--- src/rtl/smc_pkg.sv ---
package smc_pkg;
  typedef enum logic [1:0] {
    ST_IDLE = 2'd0,
    ST_ACT  = 2'd1,
    ST_HOLD = 2'd2,
    ST_TAIL = 2'd3
  } smc_state_e;
endpackage

--- src/rtl/smc_cfg_sel.sv ---
module smc_cfg_sel #(
  parameter int N_CS  = 2,
  parameter int CNT_W = 4,
  parameter int CS_W  = 1
) (
  input  logic [N_CS*CNT_W-1:0] cfg_float_i,
  input  logic [N_CS-1:0]       cfg_opt_i,
  input  logic [N_CS*CNT_W-1:0] cfg_hold_i,
  input  logic [N_CS*CNT_W-1:0] cfg_setup_i,
  input  logic [CS_W-1:0]       sel_i,
  output logic [CNT_W-1:0]      float_o,
  output logic                  opt_o,
  output logic [CNT_W-1:0]      hold_o,
  output logic [CNT_W-1:0]      setup_o
);
  logic [CNT_W-1:0] float_a [N_CS];
  logic [CNT_W-1:0] hold_a  [N_CS];
  logic [CNT_W-1:0] setup_a [N_CS];

  for (genvar g = 0; g < N_CS; g++) begin : g_unpack
    assign float_a[g] = cfg_float_i[g*CNT_W +: CNT_W];
    assign hold_a[g]  = cfg_hold_i[g*CNT_W +: CNT_W];
    assign setup_a[g] = cfg_setup_i[g*CNT_W +: CNT_W];
  end

  assign float_o = float_a[sel_i];
  assign hold_o  = hold_a[sel_i];
  assign setup_o = setup_a[sel_i];
  assign opt_o   = cfg_opt_i[sel_i];
endmodule

--- src/rtl/smc_float_ctr.sv ---
module smc_float_ctr #(
  parameter int CNT_W = 4,
  parameter int CS_W  = 1
) (
  input  logic             clk_i,
  input  logic             rst_ni,
  input  logic             load_i,      // read strobe this cycle
  input  logic [CNT_W-1:0] load_val_i,
  input  logic [CS_W-1:0]  load_cs_i,
  input  logic             load_opt_i,
  input  logic             wr_stb_i,
  output logic [CNT_W-1:0] fc_o,
  output logic [CS_W-1:0]  own_cs_o,
  output logic             own_opt_o,
  output logic             last_rd_o
);
  logic [CNT_W-1:0] fc_q;

  always_ff @(posedge clk_i or negedge rst_ni) begin
    if (!rst_ni) begin
      fc_q      <= '0;
      own_cs_o  <= '0;
      own_opt_o <= 1'b0;
      last_rd_o <= 1'b0;
    end else begin
      if (load_i) begin
        fc_q      <= load_val_i;
        own_cs_o  <= load_cs_i;
        own_opt_o <= load_opt_i;
        last_rd_o <= 1'b1;
      end else begin
        if (fc_q != '0) fc_q <= fc_q - 1'b1;
        if (wr_stb_i) last_rd_o <= 1'b0;
      end
    end
  end

  assign fc_o = fc_q;


  float_mono_chk: assert property (@(posedge clk_i) disable iff (!rst_ni)
    !load_i |=> fc_q <= $past(fc_q));
endmodule

--- src/rtl/smc_phase_fsm.sv ---
module smc_phase_fsm
  import smc_pkg::*;
#(
  parameter int CNT_W = 4,
  parameter int CS_W  = 1
) (
  input  logic             clk_i,
  input  logic             rst_ni,
  input  logic             req_valid_i,
  input  logic             req_write_i,
  input  logic [CS_W-1:0]  req_cs_i,
  input  logic [CNT_W-1:0] float_i,
  input  logic             opt_i,
  input  logic [CNT_W-1:0] hold_i,
  input  logic [CNT_W-1:0] setup_i,
  input  logic [CNT_W-1:0] fc_i,
  input  logic [CS_W-1:0]  own_cs_i,
  input  logic             own_opt_i,
  input  logic             last_rd_i,
  output logic             ready_o,
  output logic             active_o,
  output logic [CS_W-1:0]  cs_o,
  output logic             rd_stb_o,
  output logic             wr_stb_o,
  output logic             done_o,
  output logic [CNT_W:0]   wait_cnt_o
);
  smc_state_e       st_q, st_d;
  logic [CS_W-1:0]  cs_q;
  logic             wr_q;
  logic [CNT_W:0]   cnt_q, acc_q, wait_q, base, wait_nxt;
  logic [CNT_W-1:0] fc_dec;
  logic             base_met, exempt, block, go, inc, fin, accept, hold_end;

  assign accept   = (st_q == ST_IDLE) && req_valid_i;
  assign base     = wr_q ? ({1'b0, setup_i} + {{CNT_W{1'b0}}, last_rd_i}) : '0;
  assign base_met = cnt_q >= base;
  // same-cs read under optimization may ignore leftover float time
  assign exempt   = own_opt_i && (own_cs_i == cs_q) && !wr_q;
  assign block    = (fc_i != '0) && !exempt;
  assign go       = (st_q == ST_ACT) && base_met && !block;
  assign fc_dec   = (fc_i == '0) ? '0 : fc_i - 1'b1;
  assign hold_end = (st_q == ST_HOLD) && (cnt_q == ({1'b0, hold_i} - 1'b1));
  assign inc      = ((st_q == ST_ACT) && base_met && block) || (st_q == ST_TAIL);
  assign wait_nxt = acc_q + {{CNT_W{1'b0}}, inc};

  always_comb begin
    st_d = st_q;
    fin  = 1'b0;
    unique case (st_q)
      ST_IDLE: if (req_valid_i) st_d = ST_ACT;
      ST_ACT: if (go) begin
        if (wr_q) begin
          st_d = ST_IDLE; fin = 1'b1;
        end else if (hold_i != '0) begin
          st_d = ST_HOLD;
        end else if (!opt_i && float_i != '0) begin
          st_d = ST_TAIL;
        end else begin
          st_d = ST_IDLE; fin = 1'b1;
        end
      end
      ST_HOLD: if (hold_end) begin
        if (!opt_i && fc_dec != '0) st_d = ST_TAIL;
        else begin st_d = ST_IDLE; fin = 1'b1; end
      end
      ST_TAIL: if (fc_i <= CNT_W'(1)) begin
        st_d = ST_IDLE; fin = 1'b1;
      end
      default: st_d = ST_IDLE;
    endcase
  end

  always_ff @(posedge clk_i or negedge rst_ni) begin
    if (!rst_ni) begin
      st_q   <= ST_IDLE;
      cs_q   <= '0;
      wr_q   <= 1'b0;
      cnt_q  <= '0;
      acc_q  <= '0;
      wait_q <= '0;
      done_o <= 1'b0;
    end else begin
      st_q   <= st_d;
      done_o <= fin;
      if (fin) wait_q <= wait_nxt;
      if (accept) begin
        cs_q  <= req_cs_i;
        wr_q  <= req_write_i;
        cnt_q <= '0;
        acc_q <= '0;
      end else begin
        acc_q <= wait_nxt;
        if (st_q == ST_ACT) begin
          if (go) cnt_q <= '0;
          else if (!base_met) cnt_q <= cnt_q + 1'b1;
        end else if (st_q == ST_HOLD) begin
          cnt_q <= cnt_q + 1'b1;
        end
      end
    end
  end

  assign ready_o    = (st_q == ST_IDLE);
  assign active_o   = (st_q == ST_ACT) || (st_q == ST_HOLD);
  assign cs_o       = cs_q;
  assign rd_stb_o   = go && !wr_q;
  assign wr_stb_o   = go && wr_q;
  assign wait_cnt_o = wait_q;


  tail_float_chk: assert property (@(posedge clk_i) disable iff (!rst_ni)
    (st_q == ST_TAIL) |-> fc_i != '0);

  ready_drop_chk: assert property (@(posedge clk_i) disable iff (!rst_ni)
    (ready_o && req_valid_i) |=> !ready_o);

  done_pulse_chk: assert property (@(posedge clk_i) disable iff (!rst_ni)
    done_o |=> !done_o);

  rd_single_chk: assert property (@(posedge clk_i) disable iff (!rst_ni)
    rd_stb_o |=> !rd_stb_o);
endmodule

--- src/rtl/smc_float_ctrl.sv ---
module smc_float_ctrl #(
  parameter int N_CS  = 2,
  parameter int CNT_W = 4,
  localparam int CS_W = (N_CS > 1) ? $clog2(N_CS) : 1
) (
  input  logic                  clk_i,
  input  logic                  rst_ni,
  input  logic [N_CS*CNT_W-1:0] cfg_float_i,
  input  logic [N_CS-1:0]       cfg_opt_i,
  input  logic [N_CS*CNT_W-1:0] cfg_hold_i,
  input  logic [N_CS*CNT_W-1:0] cfg_setup_i,
  input  logic                  req_valid_i,
  input  logic                  req_write_i,
  input  logic [CS_W-1:0]       req_cs_i,
  output logic                  req_ready_o,
  output logic [N_CS-1:0]       cs_n_o,
  output logic                  rd_n_o,
  output logic                  wr_n_o,
  output logic                  done_o,
  output logic [CNT_W:0]        wait_cnt_o
);
  logic [CNT_W-1:0] float_s, hold_s, setup_s, fc;
  logic             opt_s, own_opt, last_rd, active, rd_stb, wr_stb;
  logic [CS_W-1:0]  cur_cs, own_cs;

  smc_cfg_sel #(.N_CS(N_CS), .CNT_W(CNT_W), .CS_W(CS_W)) u_sel (
    .cfg_float_i (cfg_float_i),
    .cfg_opt_i   (cfg_opt_i),
    .cfg_hold_i  (cfg_hold_i),
    .cfg_setup_i (cfg_setup_i),
    .sel_i       (cur_cs),
    .float_o     (float_s),
    .opt_o       (opt_s),
    .hold_o      (hold_s),
    .setup_o     (setup_s)
  );

  smc_float_ctr #(.CNT_W(CNT_W), .CS_W(CS_W)) u_fc (
    .clk_i      (clk_i),
    .rst_ni     (rst_ni),
    .load_i     (rd_stb),
    .load_val_i (float_s),
    .load_cs_i  (cur_cs),
    .load_opt_i (opt_s),
    .wr_stb_i   (wr_stb),
    .fc_o       (fc),
    .own_cs_o   (own_cs),
    .own_opt_o  (own_opt),
    .last_rd_o  (last_rd)
  );

  smc_phase_fsm #(.CNT_W(CNT_W), .CS_W(CS_W)) u_fsm (
    .clk_i       (clk_i),
    .rst_ni      (rst_ni),
    .req_valid_i (req_valid_i),
    .req_write_i (req_write_i),
    .req_cs_i    (req_cs_i),
    .float_i     (float_s),
    .opt_i       (opt_s),
    .hold_i      (hold_s),
    .setup_i     (setup_s),
    .fc_i        (fc),
    .own_cs_i    (own_cs),
    .own_opt_i   (own_opt),
    .last_rd_i   (last_rd),
    .ready_o     (req_ready_o),
    .active_o    (active),
    .cs_o        (cur_cs),
    .rd_stb_o    (rd_stb),
    .wr_stb_o    (wr_stb),
    .done_o      (done_o),
    .wait_cnt_o  (wait_cnt_o)
  );

  for (genvar g = 0; g < N_CS; g++) begin : g_cs
    assign cs_n_o[g] = !(active && (cur_cs == CS_W'(g)));
  end

  assign rd_n_o = !rd_stb;
  assign wr_n_o = !wr_stb;


  wr_float_chk: assert property (@(posedge clk_i) disable iff (!rst_ni)
    !wr_n_o |-> fc == '0);

  cs_onehot_chk: assert property (@(posedge clk_i) disable iff (!rst_ni)
    $onehot0(~cs_n_o));

  stb_excl_chk: assert property (@(posedge clk_i) disable iff (!rst_ni)
    !(!rd_n_o && !wr_n_o));
endmodule

--- config.mk ---
export PLATFORM = sky130hd
export DESIGN_NAME = smc_float_ctrl
export DESIGN_NICKNAME = d
export VERILOG_FILES = /design/src/rtl/smc_pkg.sv /design/src/rtl/smc_cfg_sel.sv /design/src/rtl/smc_float_ctr.sv /design/src/rtl/smc_phase_fsm.sv /design/src/rtl/smc_float_ctrl.sv
export SDC_FILE = /design/constraint.sdc
export NUM_CORES = 1
export LEC_CHECK = 0
export ABC_AREA = 1
export BUFFER_PORTS_ARGS = -buffer_cell sky130_fd_sc_hd__buf_2
export CAP_MARGIN = 20
export CORE_MARGIN = 5
export CORE_UTILIZATION = 55
export CTS_CLUSTER_DIAMETER = 60
export DETAILED_ROUTE_END_ITERATION = 6
export GPL_TIMING_DRIVEN = 0
export PLACE_DENSITY = 0.8
export SYNTH_ARGS = -nofsm -noshare
export SYNTH_HDL_FRONTEND = slang
export SYNTH_HIERARCHICAL = 1
export SYNTH_SLANG_ARGS = --single-unit
--- constraint.sdc ---
create_clock -name clk_i -period 3.55 [get_ports clk_i]
set_input_delay 0.71 -clock clk_i [delete_from_list [all_inputs] [get_ports clk_i]]
set_output_delay 0.71 -clock clk_i [all_outputs]
set_load 0.01 [all_outputs]
### After elaboration in Yosys (flattened, before gate mapping)

Cells that the tools add are included.

| word-level totals | value |
|---|---|
| flip-flop bits (word level) | 27 |
| output and inout bits | 11 |
| logic and storage cells | 107 |

| operators by class | value |
|---|---|
| add/subtract/negate cells | 5 |
| order comparisons | 4 |
| equal/unequal tests | 10 |
| muxes and demuxes | 40 |
| bitwise operators | 2 |
| reductions and logical operators | 35 |

Operators with widths:

| kind | number |
|---|---|
| $mux 4 | 12 |
| $mux 5 | 7 |
| $mux 2 | 8 |
| $reduce_bool 4->1 | 4 |
| $logic_and 1x1->1 | 14 |
| $mux 1 | 11 |
| $logic_not 1->1 | 8 |
| $pmux 2 s4 | 1 |
| $add 4x1->5 | 1 |
| $add 5x1->5 | 1 |
| $add 5x1->5 const B | 1 |
| $eq 5x5->1 | 1 |
| $ge 5x5->1 | 1 |
| $sub 4x1->5 const B | 1 |
| $eq 2x2->1 const B | 2 |
| $le 4x1->1 const B | 1 |
| $logic_not 4->1 | 1 |
| $ne 2x1->1 const B | 2 |
| $ne 2x2->1 const B | 2 |
| $ne 4x4->1 const B | 1 |
| $reduce_and 4->1 | 1 |
| $reduce_bool 2->1 | 2 |
| $sub 4x1->4 const B | 1 |
| $pmux 1 s3 | 1 |
| 10 further kinds | 11 |

### Depth between registers and ports, before layout

| depth | value |
|---|---|
| depth in word-level cells | 12 |
| depth in mapped cells | 23 |
| gate-level depth less buffers | 22 |

### Modules after synthesis

Netlist, hierarchy kept.

By module, submodules not included:

| module | times used | cells an instance | area each (µm²) | seq. area each (µm²) |
|---|---|---|---|---|
| smc_phase_fsm | 1 | 223 | 1515.2 | 500.5 |
| smc_float_ctr | 1 | 43 | 371.6 | 175.2 |
| smc_cfg_sel | 1 | 42 | 168.9 | 0.0 |
| smc_float_ctrl | 1 | 5 | 18.8 | 0.0 |

### Least setup slack after synthesis

OpenSTA, ideal clock, no wires.

| timing | value |
|---|---|
| path type | input-to-output |
| start | input cfg_setup_i[4] |
| end | output rd_n_o |
| arrival time | 2.707 ns |
| required time | 2.840 ns |
| path slack | 0.133 ns |
| cell stages on the path | 16 |
| cells stage by stage | nand2_1 -> nand2_1 -> ha_1 -> nand3_1 -> xor2_1 -> or2_2 -> ha_1 -> nand2_1 -> nor2_1 -> nand2_1 -> nand3_1 -> nand2_1 -> inv_1 -> nand2_1 -> nor2_1 -> inv_1 |

| between the ends | value |
|---|---|
| cells in the longest elaborated chain, start to end | 10 |

RTL lines:

| item | RTL line | text |
|---|---|---|
| start: declaration | smc_float_ctrl.sv:11 | `input logic [N_CS*CNT_W-1:0] cfg_setup_i,` |
| $mux 4 (implied by the code) (3 in a row) | smc_cfg_sel.sv:28 | `assign setup_o = setup_a[sel_i];` |
| named net setup_s[0] | smc_float_ctrl.sv:22 | `logic [CNT_W-1:0] float_s, hold_s, setup_s, fc;` |
| $add 4x1->5 | smc_phase_fsm.sv:36 | `assign base = wr_q ? ({1'b0, setup_i} + {{CNT_W{1'b0}}, last_rd_i}) : '0;` |
| $mux 5 | smc_phase_fsm.sv:36 |  |
| $ge 5x5->1 | smc_phase_fsm.sv:37 | `assign base_met = cnt_q >= base;` |
| $logic_and 1x1->1 (2 in a row) | smc_phase_fsm.sv:41 | `assign go = (st_q == ST_ACT) && base_met && !block;` |
| $logic_and 1x1->1 | smc_phase_fsm.sv:107 | `assign rd_stb_o = go && !wr_q;` |
| named net rd_stb | smc_float_ctrl.sv:23 | `logic opt_s, own_opt, last_rd, active, rd_stb, wr_stb;` |
| $logic_not 1->1 | smc_float_ctrl.sv:79 | `assign rd_n_o = !rd_stb;` |
| end: declaration | smc_float_ctrl.sv:17 | `output logic rd_n_o,` |

The timed path passes the listed nets, and every way through them passes these cells. The select of a mux whose other input is x is not followed.

### Final worst setup path

| timing | value |
|---|---|
| start | register u_fsm.cs_q, in the netlist u_fsm/cs_o |
| end | output wr_n_o |

| between the ends | value |
|---|---|
| cells in the longest elaborated chain, start to end | 11 |

RTL lines:

| item | RTL line | text |
|---|---|---|
| start: declaration | smc_phase_fsm.sv:29 | `logic [CS_W-1:0] cs_q;` |
| start signal: assignment | smc_phase_fsm.sv:88 | `cs_q <= req_cs_i;` |
| $not 1->2 (implied by the code) | smc_cfg_sel.sv:28 |  |
| $mux 4 (implied by the code) (3 in a row) | smc_cfg_sel.sv:28 |  |
| named net setup_s[0] | smc_float_ctrl.sv:22 |  |
| $add 4x1->5 | smc_phase_fsm.sv:36 |  |
| $mux 5 | smc_phase_fsm.sv:36 |  |
| $ge 5x5->1 | smc_phase_fsm.sv:37 |  |
| $logic_and 1x1->1 (2 in a row) | smc_phase_fsm.sv:41 |  |
| $logic_and 1x1->1 | smc_phase_fsm.sv:108 | `assign wr_stb_o = go && wr_q;` |
| named net wr_stb | smc_float_ctrl.sv:23 |  |
| $logic_not 1->1 | smc_float_ctrl.sv:80 | `assign wr_n_o = !wr_stb;` |
| end: declaration | smc_float_ctrl.sv:18 | `output logic wr_n_o,` |

The timed path passes the listed nets, and every way through them passes these cells. The select of a mux whose other input is x is not followed.

==> metrics.csv <==
metric,value,unit
via count,2028,
vias in the first global route,1888,
WHS,437,ps
syn_nets,362,
Post-Place Cells,402,
worst-skew pair later-pin latency,280,ps
"commonest non-fill, non-tap cells in the layout","nand2_1 (120), inv_1 (42), buf_2 (42), dfrtp_1 (26), nor2_1 (25)",
Mapped Area,2070,µm²
Clock Power Share,9.1,%
Clock Pin Slew Worst Setup and Hold Paths,100,ps
clk root buf,clkbuf_8,
outcome,"finished, final reports clean",
maximum clock path buffer count,2,
CTS tree,done,
DR pass1 iterations,4,
remaining antenna violation count,0,
# DRC,0,
WL final,4700,µm
Peak VDD IR,0.510,mV
max-cap viol count,0,
max-slew violations,0,
fillers,312,
FP Rows,22,
core area,3660,µm²
Worst Setup End Kind,primary output,
Switch Pwr,0.986,mW
routed len/inst,11.3,µm
Net Sw Frac,49.7,%
first-pass GRT wire length,7860,µm
die height,71.4,µm
DP Wirelength,3620,µm
top post-synthesis cells by area,"dfrtp_1 (33%), nand2_1 (23%), ha_1 (11%)",
Vias/cell,4.86,
count of cell types in the netlist,29,
Final Instance Count excl. Fillers,417,
worst hold path class,input port to asynchronous set/reset pin,
slew margin rel.,59.4,%
GP Congestion,0.824,
Starting Density,56.7,%
leak pwr,1.47,nW
Synth Warn #,6,
Fin Setup TNS,0,ps
power share of the combinational group,65.5,%
Tot GR Track Use,18.7,%
Ports,42,
Max Freq,293,MHz
critical-path cell list,inv_2 -> buf_6 -> nand2_1 -> nand2_1 -> ha_2 -> nand3_2 -> xor2_1 -> or2_4 -> ha_4 -> nand2_2 -> nor2_2 -> nand2_1 -> nand3_2 -> nand2_2 -> inv_2 -> nand2_4 -> nor2_2 -> inv_1 -> buf_2,
Synth Area per Inst,6.63,µm²
sink count of the clock tree,27,
Fin. Hold Viols,0,
Die ar.,5100,µm²
Reg power frac,25.4,%
startpoint type of the worst setup path,register,
initial antenna violation count,0,
Worst Path Required,2840,ps
PortBufs,41,
Yosys top cell by area,dfrtp_1,
drt first-iter violations,120,
setup violators final,0,
fin nets,419,
PwrDens,781,nW/µm²
largest net degree at the start of global routing,28,
H-tree depth,1,
Critical Path Most Common Cell,nand2_1,
post-synthesis register bit count,27,
Worst Max-Slew Pin Slew,610,ps
crit path kind,register to primary output,
ANT cells,0,
"Seq/Total Area, Yosys",32.6,%
synthesis-to-finish area growth,22.4,%
CP startpoint,u_fsm/cs_o,
critical-path maximum fanout,4,
share of layout cells above drive strength 1,24.1,%
post-layout min period,3410,ps
Synth Instances,313,
die extent in x,71.4,µm
"commonest non-fill, non-tap cell in the layout",nand2_1,
Max Clock Skew,7.95,ps
Inserted Clock Buffers,3,
Tcrit/Tclk final,96.0,%
top cell type's share of synthesized area,32.6,%
"slowest stage cell, crit path",dfrtp_2,
"Largest stage delay, worst path",460,ps
worst path arrival time,2700,ps
Pint,0.996,mW
r2r startpoint,u_fsm/cs_o,
GR Overflow Total,0,
==> synth_stat cells (all sizes together) <==
library cell  number
buf                3
a21oi              8
o21ai             14
dfrtp             27
ha                18
xnor2              1
o22ai              1
o211ai             1
nor2              31
nand3             24
xor2               4
nand4              4
nand2            126
or2                1
o31ai              1
inv               47
o21a               1
clkbuf             1
==> path summary, 6_finish.rpt <==
check                                      endpoint  slack, ps  cells after the start
worst max-delay path                         wr_n_o        140                     19
worst min-delay path                 u_fsm/cnt_q[3]        440                      1
worst min register to register  u_fsm/wait_cnt_o[3]        480                      2
max in group asynchronous                u_fsm/cs_o       2690                      1
worst max register to register  u_fsm/wait_cnt_o[4]        410                     23
min in group clk_i              u_fsm/wait_cnt_o[3]        480                      2
==> metrics by stage <==
step / total power, mW / utilization [%] / worst slack (ps) / instance area, µm²
3_3_place_gp: 1.59 / 63.9 / -276 / 2340
4_1_cts: 1.86 / 66.4 / 17.3 / 2430
5_1_grt: 2.20 / 69.4 / -19.5 / 2540
3_5_place_dp: 1.63 / 63.9 / -292 / 2340
6_report: 1.98 / 69.4 / 142 / 2540
2_1_floorplan: 1.37 / - / 133 / 2070
==> cell families after synthesis <==
group | synth area share [%]
AND/OR/NAND/NOR | 37.3
buffers and inverters | 9.95
flip-flops | 32.6
AO/OA/AOI/OAI | 7.24
adder cells (fa/ha/maj) | 10.9
XOR/XNOR | 2.11
==> state kept, by name, summed over array words and instances, names as in the netlist <==
signal,flops
u_fc/own_opt_o,1
u_fc/own_cs_o,1
u_fsm/st_q,2
u_fc/last_rd_o,1
u_fsm/cnt_q,5
u_fsm/done_o,1
u_fsm/wr_q,1
u_fsm/cs_o,1
u_fc/fc_o,4
u_fsm/wait_cnt_o,5
u_fsm/acc_q,5
==> layer usage <==
layer / vias up / track usage, % / share of wire (%)
met1: 900 / 24.9 / 47
met2: 40 / 32.0 / 48
li1: 1086 / - / -
met4: 0 / 3.97 / 0.43
met3: 2 / 2.81 / 4.7
met5: - / 0 / 0
==> power groups by stage <==
stage,logic (mW),registers (mW),clock network [mW]
after floorplan,0.871,0.494,0
after global placement,1.08,0.508,0
after detailed placement,1.12,0.512,0
after CTS,1.18,0.501,0.181
after global routing,1.49,0.519,0.194
final,1.30,0.504,0.181
==> cell type report <==
type                    instances  area (µm²)  share of cell area [%]
multi-input cells             235        1260                    49.5
flip-flops and latches         27         677                    26.7
repair buffers                 52         288                    11.3
inverters                      47         179                    7.04
well taps                      48        60.1                    2.36
clock buffers                   3        41.3                    1.63
plain buffers                   4        31.3                    1.23
clock inverters                 1        7.51                   0.296
==> what timing repair did <==
| action | 4_1_cts | 5_1_grt |
|---|---|---|
| gates resized for setup | 6 | 15 |
| setup endpoints to repair | 2 | 3 |
| buffers inserted | 3 | 8 |
| pin swaps | 2 | 8 |
| hold buffers | 0 | 0 |
==> critical path: cells and delay by family (launching register included) <==
family	cells	cell delay, ps
AND/OR/NAND/NOR	11	930
XOR/XNOR	1	140
flip-flops	1	460
adder cells (fa/ha/maj)	2	450
buffers and inverters	5	430
No activity file was read; power rests on OpenSTA's default activity.
